**src/rtl/dbg_line_pkg.sv**
```systemverilog
package dbg_line_pkg;
  localparam int unsigned DEF_DATA_W      = 8;
  localparam int unsigned DEF_SYNC_STAGES = 2;
  localparam int unsigned DEF_SAMPLE_AT   = 10;
  localparam int unsigned DEF_DRIVE_END   = 12;
  localparam int unsigned DEF_TIMEOUT     = 512;

  typedef struct packed {
    logic sample;   // read point of a host bit
    logic win;      // drive window of a target 0 bit, edge cycle excluded
    logic expired;  // watchdog fired on a partial transfer
  } bit_evt_t;
endpackage

```
**src/rtl/dbg_edge_sync.sv**
```systemverilog
module dbg_edge_sync #(
  parameter int unsigned STAGES = 2
) (
  input  logic clk_i,
  input  logic rst_ni,
  input  logic line_i,
  output logic level_o,
  output logic fall_o
);
  // chain_q[0] is the newest sample; the last stage is the previous level
  logic [STAGES:0] chain_q;

  always_ff @(posedge clk_i or negedge rst_ni) begin
    if (!rst_ni) chain_q <= '1;
    else         chain_q <= {chain_q[STAGES-1:0], line_i};
  end

  assign level_o = chain_q[STAGES-1];
  assign fall_o  = chain_q[STAGES] & ~chain_q[STAGES-1];
endmodule

```
**src/rtl/dbg_bit_timer.sv**
```systemverilog
module dbg_bit_timer
  import dbg_line_pkg::*;
#(
  parameter int unsigned SAMPLE_AT = DEF_SAMPLE_AT,
  parameter int unsigned DRIVE_END = DEF_DRIVE_END,
  parameter int unsigned TIMEOUT   = DEF_TIMEOUT
) (
  input  logic     clk_i,
  input  logic     rst_ni,
  input  logic     fall_i,
  input  logic     active_i,
  output bit_evt_t evt_o
);
  localparam int unsigned PH_W = $clog2(DRIVE_END + 2);
  localparam int unsigned TO_W = $clog2(TIMEOUT + 1);
  localparam logic [PH_W-1:0] PH_IDLE   = PH_W'(DRIVE_END + 1);
  localparam logic [PH_W-1:0] PH_SAMPLE = PH_W'(SAMPLE_AT);
  localparam logic [PH_W-1:0] PH_LAST   = PH_W'(DRIVE_END);
  localparam logic [TO_W-1:0] TO_LIM    = TO_W'(TIMEOUT);

  logic [PH_W-1:0] ph_q;
  logic [TO_W-1:0] to_q;
  logic            expired;

  // phase counts cycles since the perceived edge and parks past the window
  always_ff @(posedge clk_i or negedge rst_ni) begin
    if (!rst_ni)               ph_q <= PH_IDLE;
    else if (fall_i)           ph_q <= PH_W'(1);
    else if (ph_q != PH_IDLE)  ph_q <= ph_q + PH_W'(1);
  end

  // cycles since the last edge, saturating; 0 means no edge seen yet
  always_ff @(posedge clk_i or negedge rst_ni) begin
    if (!rst_ni)                                to_q <= '0;
    else if (fall_i)                            to_q <= TO_W'(1);
    else if (expired)                           to_q <= '0;
    else if (to_q != '0 && to_q != TO_LIM)      to_q <= to_q + TO_W'(1);
  end

  assign expired       = active_i & ~fall_i & (to_q == TO_LIM);
  assign evt_o.sample  = ~fall_i & (ph_q == PH_SAMPLE);
  assign evt_o.win     = ~fall_i & (ph_q <= PH_LAST);
  assign evt_o.expired = expired;
endmodule

```
**src/rtl/dbg_rx_path.sv**
```systemverilog
module dbg_rx_path #(
  parameter int unsigned DATA_W = 8
) (
  input  logic              clk_i,
  input  logic              rst_ni,
  input  logic              fall_i,
  input  logic              level_i,
  input  logic              sample_i,
  input  logic              tx_owns_i,
  input  logic              abort_i,
  input  logic              cmd_clr_i,
  output logic              listen_o,
  output logic              partial_o,
  output logic              valid_o,
  output logic [DATA_W-1:0] data_o,
  output logic              cmd_valid_o,
  output logic [DATA_W-1:0] cmd_o
);
  localparam int unsigned CNT_W = $clog2(DATA_W);
  localparam logic [CNT_W-1:0] CNT_LAST = CNT_W'(DATA_W - 1);

  logic              listen_q;
  logic [CNT_W-1:0]  cnt_q;
  logic [DATA_W-1:0] sh_q;
  logic [DATA_W-1:0] sh_nx;

  assign sh_nx = {sh_q[DATA_W-2:0], level_i};

  always_ff @(posedge clk_i or negedge rst_ni) begin
    if (!rst_ni) begin
      listen_q    <= 1'b0;
      cnt_q       <= '0;
      sh_q        <= '0;
      valid_o     <= 1'b0;
      data_o      <= '0;
      cmd_valid_o <= 1'b0;
      cmd_o       <= '0;
    end else begin
      valid_o <= 1'b0;
      if (abort_i) begin
        listen_q    <= 1'b0;
        cnt_q       <= '0;
        sh_q        <= '0;
        cmd_valid_o <= 1'b0;
        cmd_o       <= '0;
      end else begin
        if (cmd_clr_i) cmd_valid_o <= 1'b0;
        if (fall_i) begin
          listen_q <= ~tx_owns_i;
        end else if (sample_i && listen_q) begin
          listen_q <= 1'b0;
          if (cnt_q == CNT_LAST) begin
            cnt_q   <= '0;
            sh_q    <= '0;
            data_o  <= sh_nx;
            valid_o <= 1'b1;
            if (!cmd_valid_o) begin
              cmd_o       <= sh_nx;
              cmd_valid_o <= 1'b1;
            end
          end else begin
            cnt_q <= cnt_q + CNT_W'(1);
            sh_q  <= sh_nx;
          end
        end
      end
    end
  end

  assign listen_o  = listen_q;
  assign partial_o = (cnt_q != '0);
endmodule

```
**src/rtl/dbg_tx_path.sv**
```systemverilog
module dbg_tx_path #(
  parameter int unsigned DATA_W = 8
) (
  input  logic              clk_i,
  input  logic              rst_ni,
  input  logic              fall_i,
  input  logic              win_i,
  input  logic              abort_i,
  input  logic              load_valid_i,
  input  logic [DATA_W-1:0] load_data_i,
  output logic              ready_o,
  output logic              busy_o,
  output logic              partial_o,
  output logic              drive_o
);
  localparam int unsigned CNT_W = $clog2(DATA_W);
  localparam logic [CNT_W-1:0] CNT_LAST = CNT_W'(DATA_W - 1);

  logic              busy_q;
  logic              zero_q;
  logic [CNT_W-1:0]  cnt_q;
  logic [DATA_W-1:0] sh_q;

  always_ff @(posedge clk_i or negedge rst_ni) begin
    if (!rst_ni) begin
      busy_q <= 1'b0;
      zero_q <= 1'b0;
      cnt_q  <= '0;
      sh_q   <= '0;
    end else begin
      if (abort_i) begin
        busy_q <= 1'b0;
        zero_q <= 1'b0;
        cnt_q  <= '0;
      end else if (fall_i) begin
        zero_q <= busy_q & ~sh_q[DATA_W-1];
        if (busy_q) begin
          sh_q <= {sh_q[DATA_W-2:0], 1'b0};
          if (cnt_q == CNT_LAST) begin
            cnt_q  <= '0;
            busy_q <= 1'b0;
          end else begin
            cnt_q <= cnt_q + CNT_W'(1);
          end
        end
      end
      // never coincides with a busy shift, so it may follow the branch above
      if (load_valid_i && !busy_q) begin
        sh_q   <= load_data_i;
        busy_q <= 1'b1;
        cnt_q  <= '0;
      end
    end
  end

  // the edge cycle itself already pulls low for a 0 bit
  assign drive_o   = fall_i ? (busy_q & ~sh_q[DATA_W-1]) : (zero_q & win_i);
  assign ready_o   = ~busy_q;
  assign busy_o    = busy_q;
  assign partial_o = (cnt_q != '0);
endmodule

```
**src/rtl/dbg_line_port.sv**
```systemverilog
module dbg_line_port
  import dbg_line_pkg::*;
#(
  parameter int unsigned DATA_W      = DEF_DATA_W,
  parameter int unsigned SYNC_STAGES = DEF_SYNC_STAGES,
  parameter int unsigned SAMPLE_AT   = DEF_SAMPLE_AT,
  parameter int unsigned DRIVE_END   = DEF_DRIVE_END,
  parameter int unsigned TIMEOUT     = DEF_TIMEOUT
) (
  input  logic              clk_i,
  input  logic              rst_ni,
  input  logic              line_i,
  output logic              line_drive_o,
  input  logic              tx_valid_i,
  input  logic [DATA_W-1:0] tx_data_i,
  output logic              tx_ready_o,
  output logic              rx_valid_o,
  output logic [DATA_W-1:0] rx_data_o,
  output logic              cmd_valid_o,
  output logic [DATA_W-1:0] cmd_o,
  input  logic              cmd_clr_i,
  output logic              timeout_o
);
  logic     level;
  logic     fall;
  logic     rx_listen;
  logic     rx_partial;
  logic     tx_busy;
  logic     tx_partial;
  logic     timeout_q;
  bit_evt_t evt;

  dbg_edge_sync #(.STAGES(SYNC_STAGES)) i_sync (
    .clk_i  (clk_i),
    .rst_ni (rst_ni),
    .line_i (line_i),
    .level_o(level),
    .fall_o (fall)
  );

  dbg_bit_timer #(
    .SAMPLE_AT(SAMPLE_AT),
    .DRIVE_END(DRIVE_END),
    .TIMEOUT  (TIMEOUT)
  ) i_timer (
    .clk_i   (clk_i),
    .rst_ni  (rst_ni),
    .fall_i  (fall),
    .active_i(rx_partial | tx_partial),
    .evt_o   (evt)
  );

  dbg_rx_path #(.DATA_W(DATA_W)) i_rx (
    .clk_i      (clk_i),
    .rst_ni     (rst_ni),
    .fall_i     (fall),
    .level_i    (level),
    .sample_i   (evt.sample),
    .tx_owns_i  (tx_busy),
    .abort_i    (evt.expired),
    .cmd_clr_i  (cmd_clr_i),
    .listen_o   (rx_listen),
    .partial_o  (rx_partial),
    .valid_o    (rx_valid_o),
    .data_o     (rx_data_o),
    .cmd_valid_o(cmd_valid_o),
    .cmd_o      (cmd_o)
  );

  dbg_tx_path #(.DATA_W(DATA_W)) i_tx (
    .clk_i       (clk_i),
    .rst_ni      (rst_ni),
    .fall_i      (fall),
    .win_i       (evt.win),
    .abort_i     (evt.expired),
    .load_valid_i(tx_valid_i),
    .load_data_i (tx_data_i),
    .ready_o     (tx_ready_o),
    .busy_o      (tx_busy),
    .partial_o   (tx_partial),
    .drive_o     (line_drive_o)
  );

  always_ff @(posedge clk_i or negedge rst_ni) begin
    if (!rst_ni) timeout_q <= 1'b0;
    else         timeout_q <= evt.expired;
  end

  assign timeout_o = timeout_q;
endmodule

```
**config.mk**
```make
export PLATFORM = sky130hd
export DESIGN_NAME = dbg_line_port
export DESIGN_NICKNAME = d
export VERILOG_FILES = /design/src/rtl/dbg_line_pkg.sv /design/src/rtl/dbg_edge_sync.sv /design/src/rtl/dbg_bit_timer.sv /design/src/rtl/dbg_rx_path.sv /design/src/rtl/dbg_tx_path.sv /design/src/rtl/dbg_line_port.sv
export SDC_FILE = /design/constraint.sdc
export NUM_CORES = 1
export LEC_CHECK = 0
export CAP_MARGIN = 5
export CELL_PAD_IN_SITES_DETAIL_PLACEMENT = 0
export CELL_PAD_IN_SITES_GLOBAL_PLACEMENT = 1
export CORE_UTILIZATION = 54
export CTS_CLUSTER_DIAMETER = 200
export DETAILED_ROUTE_END_ITERATION = 8
export DONT_BUFFER_PORTS = 1
export PLACE_DENSITY = 0.89
export SYNTH_ARGS = -nofsm -noshare
export SYNTH_HDL_FRONTEND = slang
export SYNTH_HIERARCHICAL = 1
export SYNTH_SLANG_ARGS = --single-unit
```
**constraint.sdc**
```tcl
create_clock -name clk_i -period 7 [get_ports clk_i]
set_input_delay 1.4 -clock clk_i [delete_from_list [all_inputs] [get_ports clk_i]]
set_output_delay 1.4 -clock clk_i [all_outputs]
set_load 0.01 [all_outputs]
```
==> summary.log, run 1 <==
[die] vertical extent of the die 78.2 um
[yosys] share of the synthesized area in the top cell type 43.1%
[timing] worst max-slew margin expressed relative to the limit 48.2%
[routing] number of detailed-route iterations in the first pass 4
[timing] worst setup skew after layout 0.00600 ns
[timing] Max Freq 0.319 GHz
[routing] DRC 0
[critical_path] Bufs and invs on worst path 0
[routing] via count 2,054
[yosys] largest area contributor in the synthesized netlist sky130_fd_sc_hd__dfrtp_1
[die] x dimension of the die 78.2 um
[placed_design] Post-Place Worst Slack 4.13 ns
[routing] via-per-instance ratio 5.72
[critical_path] maximum fanout along the worst path 28
[power_and_ir_drop] leakage component of the power 1.49 nW
[yosys] Main synth FF type sky130_fd_sc_hd__dfrtp_1
[layout] multi-input combinational cell area 1430 um2
[placed_design] placed cells 343
[power_and_ir_drop] Internal Power 0.000723 W
[die] number of standard-cell rows in the floorplan 27
[clocking] Num CTS Buffers 9
[layout] Layout Area Growth over Synthesis 6.26%
[critical_path] arrival time at the worst endpoint 1.74 ns
[critical_path] Crit Path Category register to output port
[critical_path] cell type group with the largest total delay on the critical path simple AND/OR/NAND/NOR gates
[hold_path] hold depth 0
[die] effective utilization at floorplan 56.6%
[clocking] Clock H-tree levels 3
[power_and_ir_drop] total power consumption of the routed design 0.00102 W
[critical_path] cell chain of the critical path nor2b_4 > nand3b_1 > o21ai_0
[routing] antenna-violating nets left 0
[routing] wire length per cell 15.3 um
[yosys] portion of the post-synthesis area used by sequential elements 48.1%
[power_and_ir_drop] Combinational Power Share 19.6%
[layout] commonest cells after routing, fill and taps aside sky130_fd_sc_hd__dfrtp_1 (54), sky130_fd_sc_hd__inv_1 (23), sky130_fd_sc_hd__nand2b_1 (20), sky130_fd_sc_hd__a21oi_1 (19), sky130_fd_sc_hd__nand2_1 (15)
[timing] total negative slack for setup checks 0 ns
[layout] count of antenna diodes in the layout 0
[critical_path] slowest library cell on the worst path sky130_fd_sc_hd__nor2b_4
[die] full die area 6120 um2
[critical_path] FF-to-FF setup slack 4.16 ns
[yosys] Synth Area per Inst 11.0 um2
[yosys] synthesis-stage register bit count 60
[clocking] CTS Hold Bufs 0
[clocking] number of buffers on the longest clock path 2
[timing] setup slack after layout 3.86 ns
[timing] worst slew pin tran 0.774 ns
[clocking] post-CTS setup buffers 0
[placed_design] count of input and output buffers 0
[layout] fraction of layout cells with a size suffix above 1 14.6%
[timing] Hold WS 0.370 ns
[clocking] CTS tree done
[layout] Filler Cell Count 456
[power_and_ir_drop] Clk pwr share 32.7%
[grt] via count of the first global-routing pass 1,999
[yosys] Async S/R FF share, synth 100%
[critical_path] Worst EP required 5.60 ns
[placed_design] final RePlAce weighted congestion 0.785
[grt] antenna violations before repair 0
[timing] Fin. Hold Viols 0
[hold_path] endpoint of the worst hold-timing path i_sync/chain_q[1]
[layout] number of cells in the finished layout apart from fillers 359
[layout] fin nets 307
[critical_path] worst reg-to-reg path cell count 5
[outcome] status complete, no violations
[critical_path] Setup crit start kind register
[timing] final setup violation count 0
[yosys] synthesized area 3140 um2
[yosys] number of distinct library cells after synthesis 49
[layout] most common cell after layout, fill and taps aside sky130_fd_sc_hd__dfrtp_1
[power_and_ir_drop] IR drop worst, VDD 256 uV
[critical_path] destination of the worst register-to-register timing path i_rx/data_o[2]
[clocking] Root Buffer Master sky130_fd_sc_hd__clkbuf_8
[timing] setup repair after global routing missed its margin no
[hold_path] hold path start i_sync/chain_q[0]
[grt] total global routing overflow 0
[timing] clock period minus final worst setup slack 3.14 ns
[timing] ratio of final minimum period to clock period 44.8%
[critical_path] startpoint of the lowest-slack register-to-register path i_sync/chain_q[1]
[routing] Initial DRC Count 96
[grt] GRT Overall Usage 19.9%
[routing] sum of routed wire length over all layers 5500 um
[yosys] yosys warns 6
[grt] first-pass GRT wire length 9470 um
[clocking] clock transition at the registers of the reported paths 0.06 ns
[power_and_ir_drop] Pwr Density 307 nW/um2
[yosys] Synth Net Count 310
[job] Max Cap Violations 0
[hold_path] HP Class register to register
[yosys] synthesized netlist cell count 285
[yosys] EDFF count, synth 0
[grt] largest net degree at the start of global routing 61
[yosys] cell types occupying the most area after synthesis sky130_fd_sc_hd__dfrtp_1 (43%), sky130_fd_sc_hd__dfstp_2 (5.0%), sky130_fd_sc_hd__ha_1 (4.8%)
[timing] max-slew violation count 0
[layout] area used by sequential logic in the layout 1510 um2
[critical_path] Worst setup EP type output port
[power_and_ir_drop] switching power total 0.000301 W
[power_and_ir_drop] proportion of power drawn by flip-flops and latches 47.7%
[clocking] number of clock sinks seen by CTS 60
[die] CORE AREA 5540 um2
[power_and_ir_drop] fraction of power spent switching nets 29.4%
[die] I/O pin count 34
[critical_path] Max stage delay on crit path 0.53 ns
[clocking] CTS-repair resized insts 0
[clocking] clock latency on the worst-skew pair 0.33 ns
[placed_design] placed wire-length estimate 3570 um
registers in the layout (all words and copies together) (netlist names):
register	flops
i_tx/busy_o	1
i_sync/chain_q	3
i_timer/to_q	10
i_tx/cnt_q	3
i_rx/data_o	8
timeout_o	1
i_rx/valid_o	1
i_timer/ph_q	4
i_rx/listen_o	1
i_rx/sh_q	7
i_tx/zero_q	1
i_rx/cnt_q	3
i_tx/sh_q	8
i_rx/cmd_o	8
i_rx/cmd_valid_o	1
worst reg2reg max path: cells and delay by family (launching register included):
kind             cells  cell delay (ns)
AND/OR/NAND/NOR      4             1.75
multiplexers         1             0.41
flip-flops           1             0.58
power by group through the flow:
stage                     Clock (W)  Sequential [W]  Combinational (W)
final                      0.000335        0.000488           0.000201
after detailed placement          0        0.000492           0.000201
after global routing       0.000359        0.000501           0.000234
after CTS                  0.000345        0.000488           0.000202
after floorplan                   0        0.000467           0.000183
after global placement            0        0.000492           0.000195
logic make-up (layout without fill, tap and decap cells):
group                    count (synthesis)  in the layout  synth area share, %
AND/OR/NAND/NOR                        107            107                 23.8
flip-flops                              60             60                 48.1
AO/OA/AOI/OAI                           45             45                 9.17
buffers and inverters                   38             40                 6.70
multiplexers                            19             19                 6.38
adder cells (fa/ha/maj)                 12             12                 4.78
XOR/XNOR                                 4              4                 1.12
cell usage after synthesis, types with 2 or more instances:
master,number
sky130_fd_sc_hd__dfrtp_1,54
sky130_fd_sc_hd__inv_1,23
sky130_fd_sc_hd__nand2b_1,20
sky130_fd_sc_hd__a21oi_1,19
sky130_fd_sc_hd__nand2_1,15
sky130_fd_sc_hd__ha_1,12
sky130_fd_sc_hd__mux2i_1,11
sky130_fd_sc_hd__nor3b_1,9
sky130_fd_sc_hd__nor4bb_1,9
sky130_fd_sc_hd__o21ai_0,9
sky130_fd_sc_hd__mux2_2,8
sky130_fd_sc_hd__nand3b_1,8
sky130_fd_sc_hd__a311oi_1,7
sky130_fd_sc_hd__nand3_1,7
sky130_fd_sc_hd__nor2_1,7
sky130_fd_sc_hd__buf_6,6
sky130_fd_sc_hd__dfstp_2,6
sky130_fd_sc_hd__nand4_1,5
sky130_fd_sc_hd__buf_2,4
sky130_fd_sc_hd__or3_1,4
sky130_fd_sc_hd__xnor2_1,3
sky130_fd_sc_hd__a31oi_1,2
sky130_fd_sc_hd__and3b_2,2
sky130_fd_sc_hd__buf_4,2
sky130_fd_sc_hd__clkbuf_1,2
sky130_fd_sc_hd__nand3b_4,2
sky130_fd_sc_hd__nor2b_1,2
sky130_fd_sc_hd__nor3_1,2
sky130_fd_sc_hd__nor4_1,2
sky130_fd_sc_hd__o21ai_1,2
sky130_fd_sc_hd__or2b_1,2
sky130_fd_sc_hd__or4b_1,2
area by class of cell:
| type | count | share of cell area, % |
|---|---|---|
| timing repair buffer | 1 | 0.225 |
| clock buffer | 11 | 4.24 |
| sequential | 60 | 45.3 |
| clock inverter | 5 | 2.25 |
| inverter | 23 | 2.59 |
| multi-input combinational | 187 | 42.7 |
| tap | 72 | 2.70 |
per-layer routing:
metal,part of all wire (%),track usage (%),vias to the layer above
li1,-,-,997
met1,47,25.2,1023
met2,49,32.1,30
met3,3.6,6.98,4
met4,1.1,5.56,0
met5,0,0,-
metrics by stage:
stage	cell area (um2)	utilization [%]
5_1_grt	3330	60.2
4_1_cts	3330	60.2
3_3_place_gp	3120	56.3
2_1_floorplan	3140	-
3_5_place_dp	3120	56.3
6_report	3330	60.2
how the worst max path moves through the flow:
stage / cells after the start / start / slack, ns / end
5_1_grt: 3 / i_sync/chain_q[2] / 3.67 / line_drive_o
3_3_place_gp: 5 / i_sync/chain_q[1] / 4.20 / i_rx/data_o[5]
4_1_cts: 3 / i_sync/chain_q[2] / 3.82 / line_drive_o
6_report: 3 / i_sync/chain_q[2] / 3.86 / line_drive_o
2_1_floorplan: 5 / i_sync/chain_q[1] / 4.33 / line_drive_o
3_5_place_dp: 5 / i_sync/chain_q[1] / 4.13 / i_rx/data_o[6]
(Power assumes the default switching activity.)
==> run 2: changes to the inputs <==
Settings changed: CORE_UTILIZATION 54 to 45, PLACE_DENSITY 0.89 to 0.8.
Clock period 7 ns to 2.5 ns, I/O delays scaled along.
==> summary.log, run 2 (synthesis results as in run 1) <==
[critical_path] maximum fanout along the worst path 23 [-18%]
[timing] Fin. Hold Viols 0 [unchanged]
[power_and_ir_drop] Combinational Power Share 22.7% [+3.1 points]
[die] vertical extent of the die 85.5 um [+9.3%]
[routing] number of detailed-route iterations in the first pass 4 [unchanged]
[routing] via-per-instance ratio 5.52 [-3.5%]
[grt] first-pass GRT wire length 10,000 um [+6.1%]
[grt] antenna violations before repair 0 [unchanged]
[layout] Post-Route Utilization 51.3% [-8.9 points]
[routing] via count 2,098 [+2.1%]
[timing] total negative slack for setup checks 0 ns [unchanged]
[layout] Filler Cell Count 599 [+31%]
[clocking] number of buffers on the longest clock path 2 [unchanged]
[grt] global-route met2 utilization 27.0% [-5.1 points]
[layout] most common cell after layout, fill and taps aside sky130_fd_sc_hd__dfrtp_1
[timing] worst max-slew margin expressed relative to the limit 46.3% [-1.8 points]
[layout] fraction of layout cells with a size suffix above 1 18.0% [+3.4 points]
[grt] largest net degree at the start of global routing 60 [-1.6%]
[critical_path] arrival time at the worst endpoint 1.84 ns [+0.10 ns]
[critical_path] startpoint of the lowest-slack register-to-register path i_sync/chain_q[1]
[timing] setup slack after layout 0.157 ns [-3.70 ns]
[grt] via count of the first global-routing pass 2,078 [+4.0%]
[grt] GRT Overall Usage 17.5% [-2.4 points]
[critical_path] startpoint of the worst setup timing path i_sync/chain_q[1]
[critical_path] Worst EP required 2.00 ns [-3.60 ns]
[clocking] post-CTS setup buffers 0 [unchanged]
[timing] setup repair after global routing missed its margin no
[grt] routing usage on met1 23.4% [-1.8 points]
[timing] worst setup skew after layout 0.00956 ns [+0.00356 ns]
[placed_design] Post-Place Worst Slack 0.0402 ns [-4.08 ns]
[die] x dimension of the die 85.5 um [+9.3%]
[clocking] clock latency on the worst-skew pair 0.34 ns [about the same]
[power_and_ir_drop] switching power total 0.000886 W [+190%]
[grt] total global routing overflow 0 [unchanged]
[grt] met3 layer usage reported by global route 5.58% [-1.4 points]
[power_and_ir_drop] fraction of power spent switching nets 30.9% [+1.5 points]
[routing] Initial DRC Count 69 [-28%]
[die] CORE AREA 6760 um2 [+22%]
[placed_design] count of input and output buffers 0 [unchanged]
[job] Max Cap Violations 0 [unchanged]
[clocking] Root Buffer Master sky130_fd_sc_hd__clkbuf_8
[timing] ratio of final minimum period to clock period 93.7%
[die] I/O pin count 34 [unchanged]
[placed_design] placed wire-length estimate 3660 um [+2.5%]
[layout] fin nets 320 [+4.2%]
[clocking] Num CTS Buffers 9 [unchanged]
[power_and_ir_drop] IR drop worst, VDD 281 uV [+9.8%]
[power_and_ir_drop] total power consumption of the routed design 0.00287 W [+180%]
[clocking] number of clock sinks seen by CTS 60 [unchanged]
[layout] multi-input combinational cell area 1430 um2 [+0.61%]
[power_and_ir_drop] Clk pwr share 30.7% [-2.0 points]
[layout] commonest cells after routing, fill and taps aside sky130_fd_sc_hd__dfrtp_1 (54), sky130_fd_sc_hd__inv_1 (23), sky130_fd_sc_hd__nand2b_1 (20), sky130_fd_sc_hd__a21oi_1 (19), sky130_fd_sc_hd__nand2_1 (15)
[clocking] clock transition at the registers of the reported paths 0.07 ns [about the same]
[timing] Max Freq 0.427 GHz
[layout] area used by sequential logic in the layout 1510 um2 [unchanged]
[clocking] CTS tree done
[routing] antenna-violating nets left 0 [unchanged]
[power_and_ir_drop] Pwr Density 828 nW/um2 [+170%]
[power_and_ir_drop] Internal Power 0.00198 W [+170%]
[die] number of standard-cell rows in the floorplan 30 [+11%]
[grt] most used routing layer met2
[critical_path] Worst setup EP type output port
[layout] flip-flop count of the largest register, all copies and words added 10 [unchanged]
[die] full die area 7310 um2 [+19%]
[layout] Layout Area Growth over Synthesis 10.4%
[layout] register with the highest flop count i_timer/to_q
[clocking] Clock H-tree levels 3 [unchanged]
[timing] worst slew pin tran 0.801 ns [+0.0272 ns]
[timing] Hold WS 0.0331 ns [-0.337 ns]
[timing] final setup violation count 0 [unchanged]
[timing] clock period minus final worst setup slack 2.34 ns
[die] effective utilization at floorplan 46.4% [-10 points]
[outcome] status complete, no violations
[layout] count of antenna diodes in the layout 0 [unchanged]
[critical_path] Setup crit start kind register
[power_and_ir_drop] leakage component of the power 1.55 nW [+4.2%]
[routing] wire length per cell 15.7 um [+2.6%]
[critical_path] Crit Path Category register to output port
[timing] max-slew violation count 0 [unchanged]
[routing] DRC 0 [unchanged]
[routing] sum of routed wire length over all layers 5980 um [+8.6%]
[power_and_ir_drop] proportion of power drawn by flip-flops and latches 46.5% [-1.2 points]
[placed_design] final RePlAce weighted congestion 0.789 [+0.48%]
[hold_path] HP Class primary input to async pin
[run 2: cell types whose count changed in the layout (fill, tap and decap cells not counted)]
cell and change:
sky130_fd_sc_hd__clkbuf_8 +2, sky130_fd_sc_hd__nor4_4 +1, sky130_fd_sc_hd__bufinv_16 -1, sky130_fd_sc_hd__clkbuf_4 +1, sky130_fd_sc_hd__dlygate4sd3_1 +1, sky130_fd_sc_hd__clkinv_2 -1
sky130_fd_sc_hd__nor4_2 -1, sky130_fd_sc_hd__clkinvlp_4 +1, sky130_fd_sc_hd__buf_4 +9, sky130_fd_sc_hd__buf_16 +1
[run 2: timing repair]
| item | in CTS | in global routing |
|---|---|---|
| endpoints found under the hold margin | 59 | 0 |
| gates resized for setup | 0 | 3 |
| endpoints found under the setup margin | 0 | 12 |
| hold buffers | 2 | 0 |
[run 2: final cells by class]
class | count | area share [%]
sequential | 60 | 43.5
clock buffer | 12 | 4.48
clock inverter | 4 | 1.37
inverter | 23 | 2.49
multi-input combinational | 187 | 41.4
timing repair buffer | 14 | 3.86
tap | 80 | 2.89
[run 2: layer usage]
metal	routed length, um	vias up	share of wire [%]
met3	250	4	4.2
li1	-	1023	-
met1	2960	1026	49
met2	2720	45	46
met5	0	-	0
met4	48	0	0.80
[run 2: power by group through the flow]
stage	registers, W	logic [W]	clock network (W)
final	0.00133	0.000652	0.000882
after global routing	0.00137	0.000741	0.000960
after floorplan	0.00131	0.000513	0
after detailed placement	0.00134	0.000625	0
after CTS	0.00133	0.000654	0.000908
after global placement	0.00135	0.000606	0
[run 2: critical path, cell delays in order (launching register included)]
cell	delay, ns
sky130_fd_sc_hd__dfstp_2	0.55
sky130_fd_sc_hd__nor2b_4	0.04
sky130_fd_sc_hd__buf_4	0.15
sky130_fd_sc_hd__buf_4	0.21
sky130_fd_sc_hd__a31oi_1	0.15
sky130_fd_sc_hd__inv_1	0.05
sky130_fd_sc_hd__o21ai_0	0.35
[run 2: worst paths after layout]
path,end,slack (ns),depth (start not counted)
setup / recovery,line_drive_o,0.16,6
hold / removal,i_rx/valid_o,0.03,1
setup reg to reg,i_rx/data_o[5],0.19,6
hold reg to reg,i_sync/chain_q[1],0.36,0
max in group asynchronous,i_timer/ph_q[0],1.81,1
min in group clk_i,i_sync/chain_q[0],0.16,0
[run 2: metrics by stage]
stage | cell area, um2 | std cells
final | 3470 | 380
after global routing | 3470 | 380
after CTS | 3440 | 379
after detailed placement | 3200 | 361
after global placement | 3200 | 361
after floorplan | 3140 | 285
